### src/rtl/wdg_pkg.sv
package wdg_pkg;

   localparam int unsigned REG_DW = 8;

   localparam logic [REG_DW-1:0] KEY_ARM  = 8'hA5;
   localparam logic [REG_DW-1:0] KEY_FIRE = 8'h5A;

   localparam logic ADDR_CTRL = 1'b0;
   localparam logic ADDR_KEY  = 1'b1;

   localparam int unsigned FLAG_WD_BIT = 7;
   localparam int unsigned FLAG_SW_BIT = 5;
   localparam int unsigned NUM_FLAGS   = 2;
   localparam int unsigned FLAG_WD_IDX = 0;
   localparam int unsigned FLAG_SW_IDX = 1;

   typedef enum logic {
      ST_CALM = 1'b0,
      ST_WARN = 1'b1
   } wd_state_e;

   function automatic int unsigned tap_exp(input int unsigned base,
                                           input int unsigned step,
                                           input int unsigned code);
      return base + step * code;
   endfunction

endpackage

### src/rtl/wdg_prescaler.sv
module wdg_prescaler import wdg_pkg::*; #(
   parameter int unsigned BASE_EXP = 16,
   parameter int unsigned EXP_STEP = 2,
   parameter int unsigned SEL_W    = 2
)(
   input  logic             clk_i,
   input  logic             rst_ni,
   input  logic [SEL_W-1:0] sel_i,
   output logic             tick_o
);
   localparam int unsigned NUM_SEL = 1 << SEL_W;
   localparam int unsigned CNT_W   = tap_exp(BASE_EXP, EXP_STEP, NUM_SEL - 1);

   logic [CNT_W-1:0]   cnt_q;
   logic [NUM_SEL-1:0] tap_v;

   always_ff @(posedge clk_i or negedge rst_ni) begin
      if (!rst_ni) cnt_q <= '0;
      else         cnt_q <= cnt_q + {{(CNT_W-1){1'b0}}, 1'b1};
   end

   for (genvar g = 0; g < NUM_SEL; g++) begin : g_tap
      localparam int unsigned TAP_N = tap_exp(BASE_EXP, EXP_STEP, g);
      assign tap_v[g] = &cnt_q[TAP_N-1:0];
   end

   assign tick_o = tap_v[sel_i];

endmodule

### src/rtl/wdg_key_seq.sv
module wdg_key_seq import wdg_pkg::*; (
   input  logic              clk_i,
   input  logic              rst_ni,
   input  logic              key_wr_i,
   input  logic [REG_DW-1:0] key_data_i,
   output logic              armed_o,
   output logic              service_o
);
   logic armed_q;

   always_ff @(posedge clk_i or negedge rst_ni) begin
      if (!rst_ni)       armed_q <= 1'b0;
      else if (key_wr_i) armed_q <= (key_data_i == KEY_ARM);
   end

   assign service_o = key_wr_i && armed_q && (key_data_i == KEY_FIRE);
   assign armed_o   = armed_q;

endmodule

### src/rtl/wdg_timeout.sv
module wdg_timeout import wdg_pkg::*; (
   input  logic clk_i,
   input  logic rst_ni,
   input  logic tick_i,
   input  logic service_i,
   output logic fire_o
);
   wd_state_e st_q;
   logic      fire_q;

   always_ff @(posedge clk_i or negedge rst_ni) begin
      if (!rst_ni) begin
         st_q   <= ST_CALM;
         fire_q <= 1'b0;
      end else begin
         fire_q <= 1'b0;
         if (service_i) begin
            st_q <= ST_CALM;
         end else if (tick_i) begin
            if (st_q == ST_WARN) begin
               fire_q <= 1'b1;
               st_q   <= ST_CALM;
            end else begin
               st_q <= ST_WARN;
            end
         end
      end
   end

   assign fire_o = fire_q;

endmodule

### src/rtl/wdg_cause_flags.sv
module wdg_cause_flags import wdg_pkg::*; (
   input  logic                 clk_i,
   input  logic                 pin_rst_ni,
   input  logic [NUM_FLAGS-1:0] set_i,
   input  logic                 rd_clr_i,
   output logic [NUM_FLAGS-1:0] flag_o
);
   logic [NUM_FLAGS-1:0] flag_q;

   for (genvar g = 0; g < NUM_FLAGS; g++) begin : g_flag
      always_ff @(posedge clk_i or negedge pin_rst_ni) begin
         if (!pin_rst_ni)   flag_q[g] <= 1'b0;
         else if (set_i[g]) flag_q[g] <= 1'b1;
         else if (rd_clr_i) flag_q[g] <= 1'b0;
      end
   end

   assign flag_o = flag_q;

endmodule

### src/rtl/wdog_guard.sv
module wdog_guard import wdg_pkg::*; #(
   parameter int unsigned BASE_EXP = 16,
   parameter int unsigned EXP_STEP = 2,
   parameter int unsigned SEL_W    = 2
)(
   input  logic              clk_i,
   input  logic              pin_rst_ni,
   input  logic              sys_rst_ni,
   input  logic              addr_i,
   input  logic              wr_en_i,
   input  logic              rd_en_i,
   input  logic [REG_DW-1:0] wdata_i,
   output logic [REG_DW-1:0] rdata_o,
   input  logic              wd_cause_i,
   input  logic              sw_cause_i,
   output logic              wdt_rst_o
);
   initial begin : p_elab_chk
      assert (BASE_EXP >= 1) else $error("BASE_EXP must be at least 1");
      assert (EXP_STEP >= 1) else $error("EXP_STEP must be at least 1");
      assert (SEL_W >= 1 && SEL_W <= 2) else $error("SEL_W must fit below the reserved bits");
   end

   // a pin reset also counts as a system reset for everything but the flags
   logic rst_all_n;
   assign rst_all_n = sys_rst_ni & pin_rst_ni;

   logic                 ctrl_wr, key_wr, ctrl_rd;
   logic [SEL_W-1:0]     sel_q;
   logic                 sel_lock_q;
   logic                 armed_q, service, tick;
   logic [NUM_FLAGS-1:0] flag_q, flag_set;

   assign ctrl_wr = wr_en_i && (addr_i == ADDR_CTRL);
   assign key_wr  = wr_en_i && (addr_i == ADDR_KEY);
   assign ctrl_rd = rd_en_i && (addr_i == ADDR_CTRL);

   always_ff @(posedge clk_i or negedge rst_all_n) begin
      if (!rst_all_n) begin
         sel_q      <= '0;
         sel_lock_q <= 1'b0;
      end else if (ctrl_wr && !sel_lock_q) begin
         sel_q      <= wdata_i[SEL_W-1:0];
         sel_lock_q <= 1'b1;
      end
   end

   wdg_prescaler #(
      .BASE_EXP (BASE_EXP),
      .EXP_STEP (EXP_STEP),
      .SEL_W    (SEL_W)
   ) u_presc (
      .clk_i  (clk_i),
      .rst_ni (rst_all_n),
      .sel_i  (sel_q),
      .tick_o (tick)
   );

   wdg_key_seq u_key (
      .clk_i      (clk_i),
      .rst_ni     (rst_all_n),
      .key_wr_i   (key_wr),
      .key_data_i (wdata_i),
      .armed_o    (armed_q),
      .service_o  (service)
   );

   wdg_timeout u_tmo (
      .clk_i     (clk_i),
      .rst_ni    (rst_all_n),
      .tick_i    (tick),
      .service_i (service),
      .fire_o    (wdt_rst_o)
   );

   always_comb begin
      flag_set              = '0;
      flag_set[FLAG_WD_IDX] = wd_cause_i;
      flag_set[FLAG_SW_IDX] = sw_cause_i;
   end

   wdg_cause_flags u_flags (
      .clk_i      (clk_i),
      .pin_rst_ni (pin_rst_ni),
      .set_i      (flag_set),
      .rd_clr_i   (ctrl_rd),
      .flag_o     (flag_q)
   );

   always_comb begin
      rdata_o = '0;
      if (addr_i == ADDR_CTRL) begin
         rdata_o[FLAG_WD_BIT] = flag_q[FLAG_WD_IDX];
         rdata_o[FLAG_SW_BIT] = flag_q[FLAG_SW_IDX];
         rdata_o[SEL_W-1:0]   = sel_q;
      end
   end

endmodule

### config.mk
export PLATFORM = sky130hd
export DESIGN_NAME = wdog_guard
export DESIGN_NICKNAME = d
export VERILOG_FILES = /design/src/rtl/wdg_pkg.sv /design/src/rtl/wdg_prescaler.sv /design/src/rtl/wdg_key_seq.sv /design/src/rtl/wdg_timeout.sv /design/src/rtl/wdg_cause_flags.sv /design/src/rtl/wdog_guard.sv
export SDC_FILE = /design/constraint.sdc
export NUM_CORES = 1
export LEC_CHECK = 0
export BUFFER_PORTS_ARGS = -buffer_cell sky130_fd_sc_hd__buf_4
export CAP_MARGIN = 30
export CELL_PAD_IN_SITES_DETAIL_PLACEMENT = 2
export CELL_PAD_IN_SITES_GLOBAL_PLACEMENT = 2
export CORE_MARGIN = 4
export CORE_UTILIZATION = 37
export DETAILED_ROUTE_END_ITERATION = 6
export PLACE_DENSITY_LB_ADDON = 0.12
export RECOVER_POWER = 50
export REMOVE_ABC_BUFFERS = 1
export SLEW_MARGIN = 20
export SYNTH_ARGS = -nofsm -noshare
export SYNTH_HDL_FRONTEND = slang
export SYNTH_SLANG_ARGS = --single-unit
export TNS_END_PERCENT = 1
### constraint.sdc
create_clock -name clk_i -period 3 [get_ports clk_i]
set_clock_uncertainty 0.15 [all_clocks]
set_input_delay 0.6 -clock clk_i [delete_from_list [all_inputs] [get_ports clk_i]]
set_output_delay 0.6 -clock clk_i [all_outputs]
set_load 0.01 [all_outputs]
==> flow_summary.html, run 1 <==
<table>
<tr><th>Metric</th><th>Value</th></tr>
<tr><th colspan="2">Synthesis</th></tr>
<tr><td>Post-synthesis async set-or-reset flop share</td><td>100%</td></tr>
<tr><td>Mean instance size in the synthesized netlist</td><td>around 11 sq um</td></tr>
<tr><td>Flip-flop and latch count after synthesis</td><td>30</td></tr>
<tr><td>Primary flip-flop cell chosen by synthesis mapping</td><td>sky130_fd_sc_hd__dfrtp_1</td></tr>
<tr><td>Number of cells produced by synthesis</td><td>128</td></tr>
<tr><td>Sequential area share after synthesis</td><td>53.4%</td></tr>
<tr><td>Yosys warns</td><td>0</td></tr>
<tr><td>Cell variety after synth</td><td>32</td></tr>
<tr><td>EDFF count, synth</td><td>0</td></tr>
<tr><td>Cell area after technology mapping</td><td>1410 sq um</td></tr>
<tr><th colspan="2">STA</th></tr>
<tr><td>Setup repair after global routing missed its margin</td><td>false</td></tr>
<tr><td>Worst rel slew slack</td><td>53.1%</td></tr>
<tr><td>Number of max-slew violations in the final report</td><td>0</td></tr>
<tr><td>Worst slew pin tran</td><td>704 ps</td></tr>
<tr><td>Fmax</td><td>455 MHz</td></tr>
<tr><td>Portion of the clock cycle consumed by the worst path in the final layout</td><td>73.3%</td></tr>
<tr><td>Final hold violation count</td><td>0</td></tr>
<tr><td>Time the worst path needs with I/O delays and setup</td><td>2200 ps</td></tr>
<tr><td>TNS Setup</td><td>0 ps</td></tr>
<tr><td>Smallest setup slack after layout</td><td>~800 ps</td></tr>
<tr><td>Final count of negative-setup-slack endpoints</td><td>0</td></tr>
<tr><th colspan="2">Floorplan</th></tr>
<tr><td>DIE WIDTH</td><td>69.7 um</td></tr>
<tr><td>Full die area</td><td>4850 sq um</td></tr>
<tr><td>Number of placed I/O pins</td><td>25</td></tr>
<tr><td>Floorplan core area</td><td>3660 sq um</td></tr>
<tr><td>Standard-cell row count</td><td>22</td></tr>
<tr><td>Starting utilization of the core area</td><td>approximately two fifths</td></tr>
<tr><td>Die Y</td><td>69.7 um</td></tr>
<tr><th colspan="2">Setup path</th></tr>
<tr><td>Kind of launch point of the worst setup path</td><td>register</td></tr>
<tr><td>Critical path buffer and inverter count</td><td>0</td></tr>
<tr><td>Required time reported for the critical path endpoint</td><td>3010 ps</td></tr>
<tr><td>CP cell instances</td><td>ha_1, nand4_1, nor4_2, o211ai_2, mux2_1</td></tr>
<tr><td>R2r endpoint</td><td>u_tmo.st_q</td></tr>
<tr><td>Crit path arrival time</td><td>2210 ps</td></tr>
<tr><td>Crit path max fanout</td><td>4</td></tr>
<tr><td>Worst R2R Path Depth</td><td>5</td></tr>
<tr><td>Register-to-register setup slack</td><td>between 800 and 900 ps</td></tr>
<tr><td>Worst Setup EP</td><td>u_tmo.st_q</td></tr>
<tr><td>Crit. Startpoint</td><td>u_presc.cnt_q[0]</td></tr>
<tr><td>Critical Path Stages</td><td>5</td></tr>
<tr><td>Cell family with the largest share of critical-path delay</td><td>simple AND/OR/NAND/NOR gates</td></tr>
<tr><td>Max stage delay on crit path</td><td>550 ps</td></tr>
<tr><td>R2r startpoint</td><td>u_presc.cnt_q[0]</td></tr>
<tr><td>Crit path max-delay cell type</td><td>sky130_fd_sc_hd__nor4_2</td></tr>
<tr><td>Type of the setup path with the least slack</td><td>reg2reg</td></tr>
<tr><td>Crit end category</td><td>register</td></tr>
<tr><th colspan="2">Detailed routing</th></tr>
<tr><td>Total wire length</td><td>3330 um</td></tr>
<tr><td>Detailed-routing iteration count for the pre-antenna-repair pass</td><td>4</td></tr>
<tr><td>Via count normalized by instance count</td><td>a little over 5</td></tr>
<tr><td>Total number of vias</td><td>slightly above 1000</td></tr>
<tr><td>DRT antenna net count</td><td>0</td></tr>
<tr><td>DR WL/cell</td><td>around 16 um</td></tr>
<tr><td>Initial DRC Count</td><td>33</td></tr>
<tr><td># DRC</td><td>0</td></tr>
<tr><th colspan="2">Clock network</th></tr>
<tr><td>Gates resized, CTS repair</td><td>0</td></tr>
<tr><td>Skew-Pair Late Insertion Delay</td><td>roughly 280 ps</td></tr>
<tr><td>CTS H-Tree Depth</td><td>2</td></tr>
<tr><td>Num Clock Sinks</td><td>30</td></tr>
<tr><td>Clk pin slew, worst setup/hold paths</td><td>around 70 ps</td></tr>
<tr><td>Total clock buffers created by CTS</td><td>5</td></tr>
<tr><td>Setup Buffers After CTS</td><td>0</td></tr>
<tr><td>Clock Tree Root</td><td>sky130_fd_sc_hd__clkbuf_8</td></tr>
<tr><td>Clock Tree Buf Depth</td><td>2</td></tr>
<tr><td>CTS tree</td><td>yes</td></tr>
<tr><th colspan="2">Power and ir drop</th></tr>
<tr><td>Cell internal pwr</td><td>0.626 mW</td></tr>
<tr><td>Switching fraction of total power</td><td>a little under a quarter</td></tr>
<tr><td>LEAKAGE</td><td>0.799 nW</td></tr>
<tr><td>Combinational cell fraction of total power</td><td>7.0%</td></tr>
<tr><td>Total power</td><td>slightly above 0.8 mW</td></tr>
<tr><td>NetSw</td><td>0.190 mW</td></tr>
<tr><td>Worst VDD drop</td><td>between 0.2 and 0.3 mV</td></tr>
<tr><td>Flop pwr share</td><td>between 50% and 60%</td></tr>
<tr><td>Clock share of power</td><td>between 40% and 50%</td></tr>
<tr><td>Power density over the cells</td><td>482 nW/um^2</td></tr>
<tr><th colspan="2">Placed design</th></tr>
<tr><td>Place WS</td><td>837 ps</td></tr>
<tr><td>Number of I/O port buffers</td><td>20</td></tr>
<tr><td># placed instances</td><td>195</td></tr>
<tr><td>Placed wire-length estimate after detailed placement</td><td>around 2400 um</td></tr>
<tr><td>Final weighted congestion in routability-driven placement</td><td>0.754</td></tr>
<tr><th colspan="2">Cells and area</th></tr>
<tr><td>Fraction of layout instances using a drive strength above 1</td><td>around a fifth</td></tr>
<tr><td>Antenna diode count</td><td>0</td></tr>
<tr><td>Final cell count without fillers</td><td>204</td></tr>
<tr><td>Filler cell count in the final layout</td><td>about 400</td></tr>
<tr><td>Synth-to-Final Area Change</td><td>20.3%</td></tr>
<tr><td>Post-layout net count</td><td>172</td></tr>
<tr><td>Final Util</td><td>46.2%</td></tr>
<tr><th colspan="2">Min path</th></tr>
<tr><td>Worst hold path stage count</td><td>1</td></tr>
<tr><td>Hold Path Class</td><td>reg2reg</td></tr>
<tr><th colspan="2">Global routing</th></tr>
<tr><td>Largest net degree at the start of global routing</td><td>29</td></tr>
<tr><td>Antenna violations before repair</td><td>0</td></tr>
<tr><td>Overall Global Routing Usage</td><td>15.2%</td></tr>
<tr><td>Remaining global-route overflow</td><td>0</td></tr>
<tr><td>Global-route wire length before repair</td><td>about 5800 um</td></tr>
<tr><td>Number of global-route vias before repair</td><td>1223</td></tr>
<tr><th colspan="2">Job</th></tr>
<tr><td>MaxCap Viol Count</td><td>0</td></tr>
<tr><th colspan="2">Status</th></tr>
<tr><td>Result of the run</td><td>finished, final reports clean</td></tr>
</table>
-- per-stage QoR --
stage / hold WS, ps / cell area, sq um
2_1_floorplan: 154 / 1380
3_3_place_gp: 237 / 1600
3_5_place_dp: 239 / 1600
4_1_cts: 289 / 1700
5_1_grt: 343 / 1690
6_report: 320 / 1690
-- repair_timing --
action                     4_1_cts  5_1_grt
hold endpoints to repair         2        0
setup endpoints to repair        0        0
hold buffers                     1        0
-- layout by cell type, fill, tap and decap left out, drive strengths merged, types with 2 or more instances in the layout --
| cell | synthesis | final |
|---|---|---|
| nand2 | 12 | 12 |
| a21o | 2 | 2 |
| o211ai | 2 | 2 |
| nor2 | 8 | 8 |
| buf | 5 | 17 |
| inv | 5 | 5 |
| nand2b | 3 | 3 |
| dfrtp | 30 | 30 |
| xnor2 | 9 | 9 |
| conb | 1 | 4 |
| nand3 | 9 | 9 |
| nor4bb | 3 | 3 |
| mux2 | 3 | 3 |
| clkbuf | 0 | 11 |
| and4 | 2 | 2 |
| nor3 | 4 | 4 |
| nand4 | 4 | 4 |
| a31oi | 2 | 2 |
| nor2b | 5 | 5 |
| xor2 | 11 | 11 |
-- registers in the layout (all words and copies together), names as in the netlist --
register	count
sel_lock_q	1
sel_q	2
u_flags.flag_o	2
u_key.armed_o	1
u_presc.cnt_q	22
u_tmo.fire_o	1
u_tmo.st_q	1
-- cells by family after synthesis --
logic type	Yosys count	share of synthesized area, %
and+or+nand+nor	56	23.0
DFF	30	53.4
xor gates and xnor gates	20	12.5
buffers and inverters	10	3.83
AOI/OAI and AO/OA	7	3.74
muxes	3	2.40
adders and majority gates	1	0.890
other	1	0.267
-- synth_stat cells, drive strengths merged (2+ instances only) --
cell type  count  area share [%]
dfrtp         30              53
buf            5             2.5
xor2          11             6.9
xnor2          9             5.6
nand2b         3             1.3
a31oi          2            0.89
a21o           2             1.1
and4           2             1.2
o211ai         2             1.4
mux2           3             2.4
nand4          4             1.8
nor2           8             2.1
nor4bb         3             2.1
nor3           4             2.1
inv            5             1.3
nand2         12             3.2
nor2b          5             2.2
nand3          9             3.6
-- area by class of cell --
cell class	instances	area [sq um]	area share, %
Multi-Input combinational cell	91	613	36.2
Inverter	5	18.8	1.11
Clock buffer	7	86.3	5.10
Sequential cell	30	751	44.4
Tap cell	48	60.1	3.55
Clock inverter	1	5.00	0.296
Timing Repair Buffer	22	158	9.32
-- power by group through the flow --
stage	registers, mW	logic, mW	clock network [mW]
after detailed placement	0.425	0.0597	0
after global placement	0.425	0.0570	0
after floorplan	0.423	0.0274	0
after global routing	0.418	0.0643	0.372
final	0.417	0.0574	0.341
after CTS	0.417	0.0607	0.351
-- worst min path at each step --
stage                      startpoint                end  slack [ps]
global placement           pin_rst_ni  u_flags.flag_o[1]         240
global route        u_flags.flag_o[0]  u_flags.flag_o[0]         340
floorplan                  pin_rst_ni  u_flags.flag_o[0]         150
finish              u_presc.cnt_q[19]  u_presc.cnt_q[19]         320
detailed placement         pin_rst_ni  u_flags.flag_o[1]         240
CTS                        sys_rst_ni         sel_lock_q         290
-- routing by layer --
metal  GRT usage (%)  up-vias  share of wire [%]
met2            26.4       16                 52
met3            5.22        9                3.5
met4            6.17        0                2.0
li1                -      480                  -
met1            16.9      530                 42
met5               0        -                  0
-- worst register-to-register path, delay by kind of cell (launching register included) --
family | cells | cell delay, ps
DFF | 1 | 390
and+or+nand+nor | 2 | 780
adders and majority gates | 1 | 240
AOI/OAI and AO/OA | 1 | 180
muxes | 1 | 340
Power figures use the tool's default switching activity.
==> inputs of run 2 (changes only) <==
Settings changed: CORE_UTILIZATION 37 to 31.
Clock period 3 ns to 1.8 ns, I/O delays scaled along.
==> run 2 against run 1 <==
Global-route usage decreased by 2.4 points. Wire length down 2.8%. Sequential share of layout area decreased by 3.2 points. Sequential power is 67% higher. Total power increased by 80%. Worst hold slack got worse by 290 ps. Critical path depth grew 1. Highest routed layer unchanged.
==> flow_summary.html, run 2 (synthesis gave the netlist of run 1 again) <==
<table>
<tr><th>Metric</th><th>Value</th></tr>
<tr><th colspan="2">Status</th></tr>
<tr><td>Result of the run</td><td>finished, final reports clean</td></tr>
<tr><th colspan="2">Power and ir drop</th></tr>
<tr><td>LEAKAGE</td><td>slightly above 0.9 nW</td></tr>
<tr><td>Flop pwr share</td><td>47.5%</td></tr>
<tr><td>Worst VDD drop</td><td>0.515 mV</td></tr>
<tr><td>NetSw</td><td>0.324 mW</td></tr>
<tr><td>Cell internal pwr</td><td>around 1.1 mW</td></tr>
<tr><td>Switching fraction of total power</td><td>22.1%</td></tr>
<tr><td>Power density over the cells</td><td>804 nW/um^2</td></tr>
<tr><td>Combinational cell fraction of total power</td><td>6.6%</td></tr>
<tr><td>Clock share of power</td><td>45.9%</td></tr>
<tr><th colspan="2">Cells and area</th></tr>
<tr><td>Synth-to-Final Area Change</td><td>29.6%</td></tr>
<tr><td>Register with the most flip-flops</td><td>u_presc.cnt_q</td></tr>
<tr><td>Commonest cells after routing, fill and taps aside</td><td>30 x sky130_fd_sc_hd__dfrtp_1, 28 x sky130_fd_sc_hd__buf_4, 12 x sky130_fd_sc_hd__nand2_1, 11 x sky130_fd_sc_hd__xor2_1, 9 x sky130_fd_sc_hd__xnor2_1</td></tr>
<tr><td>Number of flip-flops under the largest register name</td><td>22</td></tr>
<tr><td>Fraction of layout instances using a drive strength above 1</td><td>29.1%</td></tr>
<tr><td>Antenna diode count</td><td>0</td></tr>
<tr><td>Register Area</td><td>751 sq um</td></tr>
<tr><td>Leading cell type in the layout, fill and taps excluded</td><td>sky130_fd_sc_hd__dfrtp_1</td></tr>
<tr><td>Area occupied by multi-input gates</td><td>approximately 650 sq um</td></tr>
<tr><td>Filler cell count in the final layout</td><td>477</td></tr>
<tr><td>Post-layout net count</td><td>181</td></tr>
<tr><td>Final cell count without fillers</td><td>approximately 220</td></tr>
<tr><th colspan="2">Floorplan</th></tr>
<tr><td>Number of placed I/O pins</td><td>25</td></tr>
<tr><td>Full die area</td><td>5680 sq um</td></tr>
<tr><td>DIE WIDTH</td><td>~75 um</td></tr>
<tr><td>Die Y</td><td>75.4 um</td></tr>
<tr><td>Standard-cell row count</td><td>24</td></tr>
<tr><td>Floorplan core area</td><td>4380 sq um</td></tr>
<tr><td>Starting utilization of the core area</td><td>32.1%</td></tr>
<tr><th colspan="2">STA</th></tr>
<tr><td>Number of max-slew violations in the final report</td><td>0</td></tr>
<tr><td>Setup repair after global routing missed its margin</td><td>true</td></tr>
<tr><td>Portion of the clock cycle consumed by the worst path in the final layout</td><td>95.2%</td></tr>
<tr><td>Final count of negative-setup-slack endpoints</td><td>0</td></tr>
<tr><td>Time the worst path needs with I/O delays and setup</td><td>1710 ps</td></tr>
<tr><td>Smallest setup slack after layout</td><td>86.3 ps</td></tr>
<tr><td>Fmax</td><td>roughly 580 MHz</td></tr>
<tr><td>TNS Setup</td><td>0 ps</td></tr>
<tr><td>Worst hold slack across all endpoints</td><td>34.5 ps</td></tr>
<tr><td>Final hold violation count</td><td>0</td></tr>
<tr><th colspan="2">Setup path</th></tr>
<tr><td>Type of the setup path with the least slack</td><td>reg2reg</td></tr>
<tr><td>CP cell instances</td><td>ha_2, nand4_1, nor4_4, buf_4, nand3_1, xnor2_1</td></tr>
<tr><td>Critical path buffer and inverter count</td><td>1</td></tr>
<tr><td>Crit path arrival time</td><td>roughly 1800 ps</td></tr>
<tr><td>Required time reported for the critical path endpoint</td><td>roughly 1800 ps</td></tr>
<tr><td>Crit path max-delay cell type</td><td>sky130_fd_sc_hd__dfrtp_1</td></tr>
<tr><td>Crit end category</td><td>register</td></tr>
<tr><td>Max stage delay on crit path</td><td>390 ps</td></tr>
<tr><td>Crit path max fanout</td><td>4</td></tr>
<tr><td>Cell family with the largest share of critical-path delay</td><td>simple AND/OR/NAND/NOR gates</td></tr>
<tr><td>Kind of launch point of the worst setup path</td><td>register</td></tr>
<tr><th colspan="2">Placed design</th></tr>
<tr><td>Final weighted congestion in routability-driven placement</td><td>around 0.72</td></tr>
<tr><td>Place WS</td><td>-74.1 ps</td></tr>
<tr><td># placed instances</td><td>207</td></tr>
<tr><td>Number of I/O port buffers</td><td>20</td></tr>
<tr><td>Placed wire-length estimate after detailed placement</td><td>2430 um</td></tr>
<tr><th colspan="2">Detailed routing</th></tr>
<tr><td>DR WL/cell</td><td>14.9 um</td></tr>
<tr><td>DRT antenna net count</td><td>0</td></tr>
<tr><td>DR WL met2</td><td>1720 um</td></tr>
<tr><td>Total number of vias</td><td>1039</td></tr>
<tr><td>Total wire length</td><td>3230 um</td></tr>
<tr><td>Top layer in use</td><td>met4</td></tr>
<tr><td>Detailed-routing iteration count for the pre-antenna-repair pass</td><td>4</td></tr>
<tr><td>Routed length on met1</td><td>approximately 1200 um</td></tr>
<tr><td>Initial DRC Count</td><td>15</td></tr>
<tr><td>Met3 routed wirelength</td><td>231 um</td></tr>
<tr><td># DRC</td><td>0</td></tr>
<tr><td>Via count normalized by instance count</td><td>4.79</td></tr>
<tr><th colspan="2">Global routing</th></tr>
<tr><td>Number of global-route vias before repair</td><td>1195</td></tr>
<tr><td>Overall Global Routing Usage</td><td>12.8%</td></tr>
<tr><td>Global-route wire length before repair</td><td>5360 um</td></tr>
<tr><td>Remaining global-route overflow</td><td>0</td></tr>
<tr><td>Largest net degree at the start of global routing</td><td>29</td></tr>
<tr><td>Antenna violations before repair</td><td>0</td></tr>
<tr><th colspan="2">Min path</th></tr>
<tr><td>Hold Path Class</td><td>in2async</td></tr>
<tr><th colspan="2">Job</th></tr>
<tr><td>MaxCap Viol Count</td><td>0</td></tr>
<tr><th colspan="2">Clock network</th></tr>
<tr><td>Num Clock Sinks</td><td>30</td></tr>
<tr><td>Total clock buffers created by CTS</td><td>5</td></tr>
<tr><td>Clock Tree Root</td><td>sky130_fd_sc_hd__clkbuf_8</td></tr>
<tr><td>CTS tree</td><td>yes</td></tr>
<tr><td>Skew-Pair Late Insertion Delay</td><td>290 ps</td></tr>
<tr><td>Clock Tree Buf Depth</td><td>2</td></tr>
<tr><td>Clk pin slew, worst setup/hold paths</td><td>70 ps</td></tr>
<tr><td>CTS H-Tree Depth</td><td>2</td></tr>
</table>
==> run 2: timing repair <==
item,CTS,global route
pin swaps,1,1
setup buffers,0,1
gates resized for setup,1,7
hold buffers,1,0
endpoints found under the hold margin,2,0
gates cloned,0,0
setup endpoints to repair,4,7
==> run 2: metrics by stage <==
stage | power, mW | util, % | cell area [sq um]
2_1_floorplan | 0.750 | - | 1380
3_3_place_gp | 0.803 | 38.0 | 1670
3_5_place_dp | 0.808 | 38.0 | 1670
4_1_cts | 1.51 | 40.8 | 1790
5_1_grt | 1.54 | 41.6 | 1820
6_report | 1.47 | 41.6 | 1820
==> run 2: worst reg2reg max path, delay by kind of cell, from the launching register on <==
| family | cells | cell delay (ps) |
|---|---|---|
| xor gates and xnor gates | 1 | 210 |
| adders and majority gates | 1 | 210 |
| buffers and inverters | 1 | 180 |
| DFF | 1 | 390 |
| and+or+nand+nor | 3 | 480 |
==> run 2: cell type report <==
cell class	count	share of cell area (%)
Timing Repair Buffer	31	12.5
Clock inverter	3	2.20
Clock buffer	5	3.77
Inverter	5	1.03
Multi-Input combinational cell	91	35.8
Sequential cell	30	41.2
Tap cell	52	3.57
==> run 2: final timing paths <==
path                              startpoint                end  slack, ps  depth (start not counted)
hold reg to reg            u_presc.cnt_q[19]  u_presc.cnt_q[19]        320                          1
max in group asynchronous         pin_rst_ni   u_presc.cnt_q[1]        540                          4
min in group clk_i                sw_cause_i  u_flags.flag_o[1]        100                          2
setup reg to reg            u_presc.cnt_q[0]  u_presc.cnt_q[18]         90                          6
setup / recovery            u_presc.cnt_q[0]  u_presc.cnt_q[18]         90                          6
hold / removal                    sys_rst_ni         sel_lock_q         30                          3
==> run 2: per-layer routing <==
layer  vias to the layer above  GRT usage (%)
met5                         -              0
met4                         0           5.44
met3                         3           4.35
met2                        30           23.4
met1                       511           13.3
li1                        495              -
==> run 2: power groups by stage <==
stage / logic (mW) / registers [mW] / clock network, mW
after global placement: 0.0958 / 0.707 / 0
final: 0.0962 / 0.696 / 0.674
after floorplan: 0.0456 / 0.704 / 0
after global routing: 0.108 / 0.698 / 0.732
after detailed placement: 0.0992 / 0.709 / 0
after CTS: 0.101 / 0.696 / 0.710
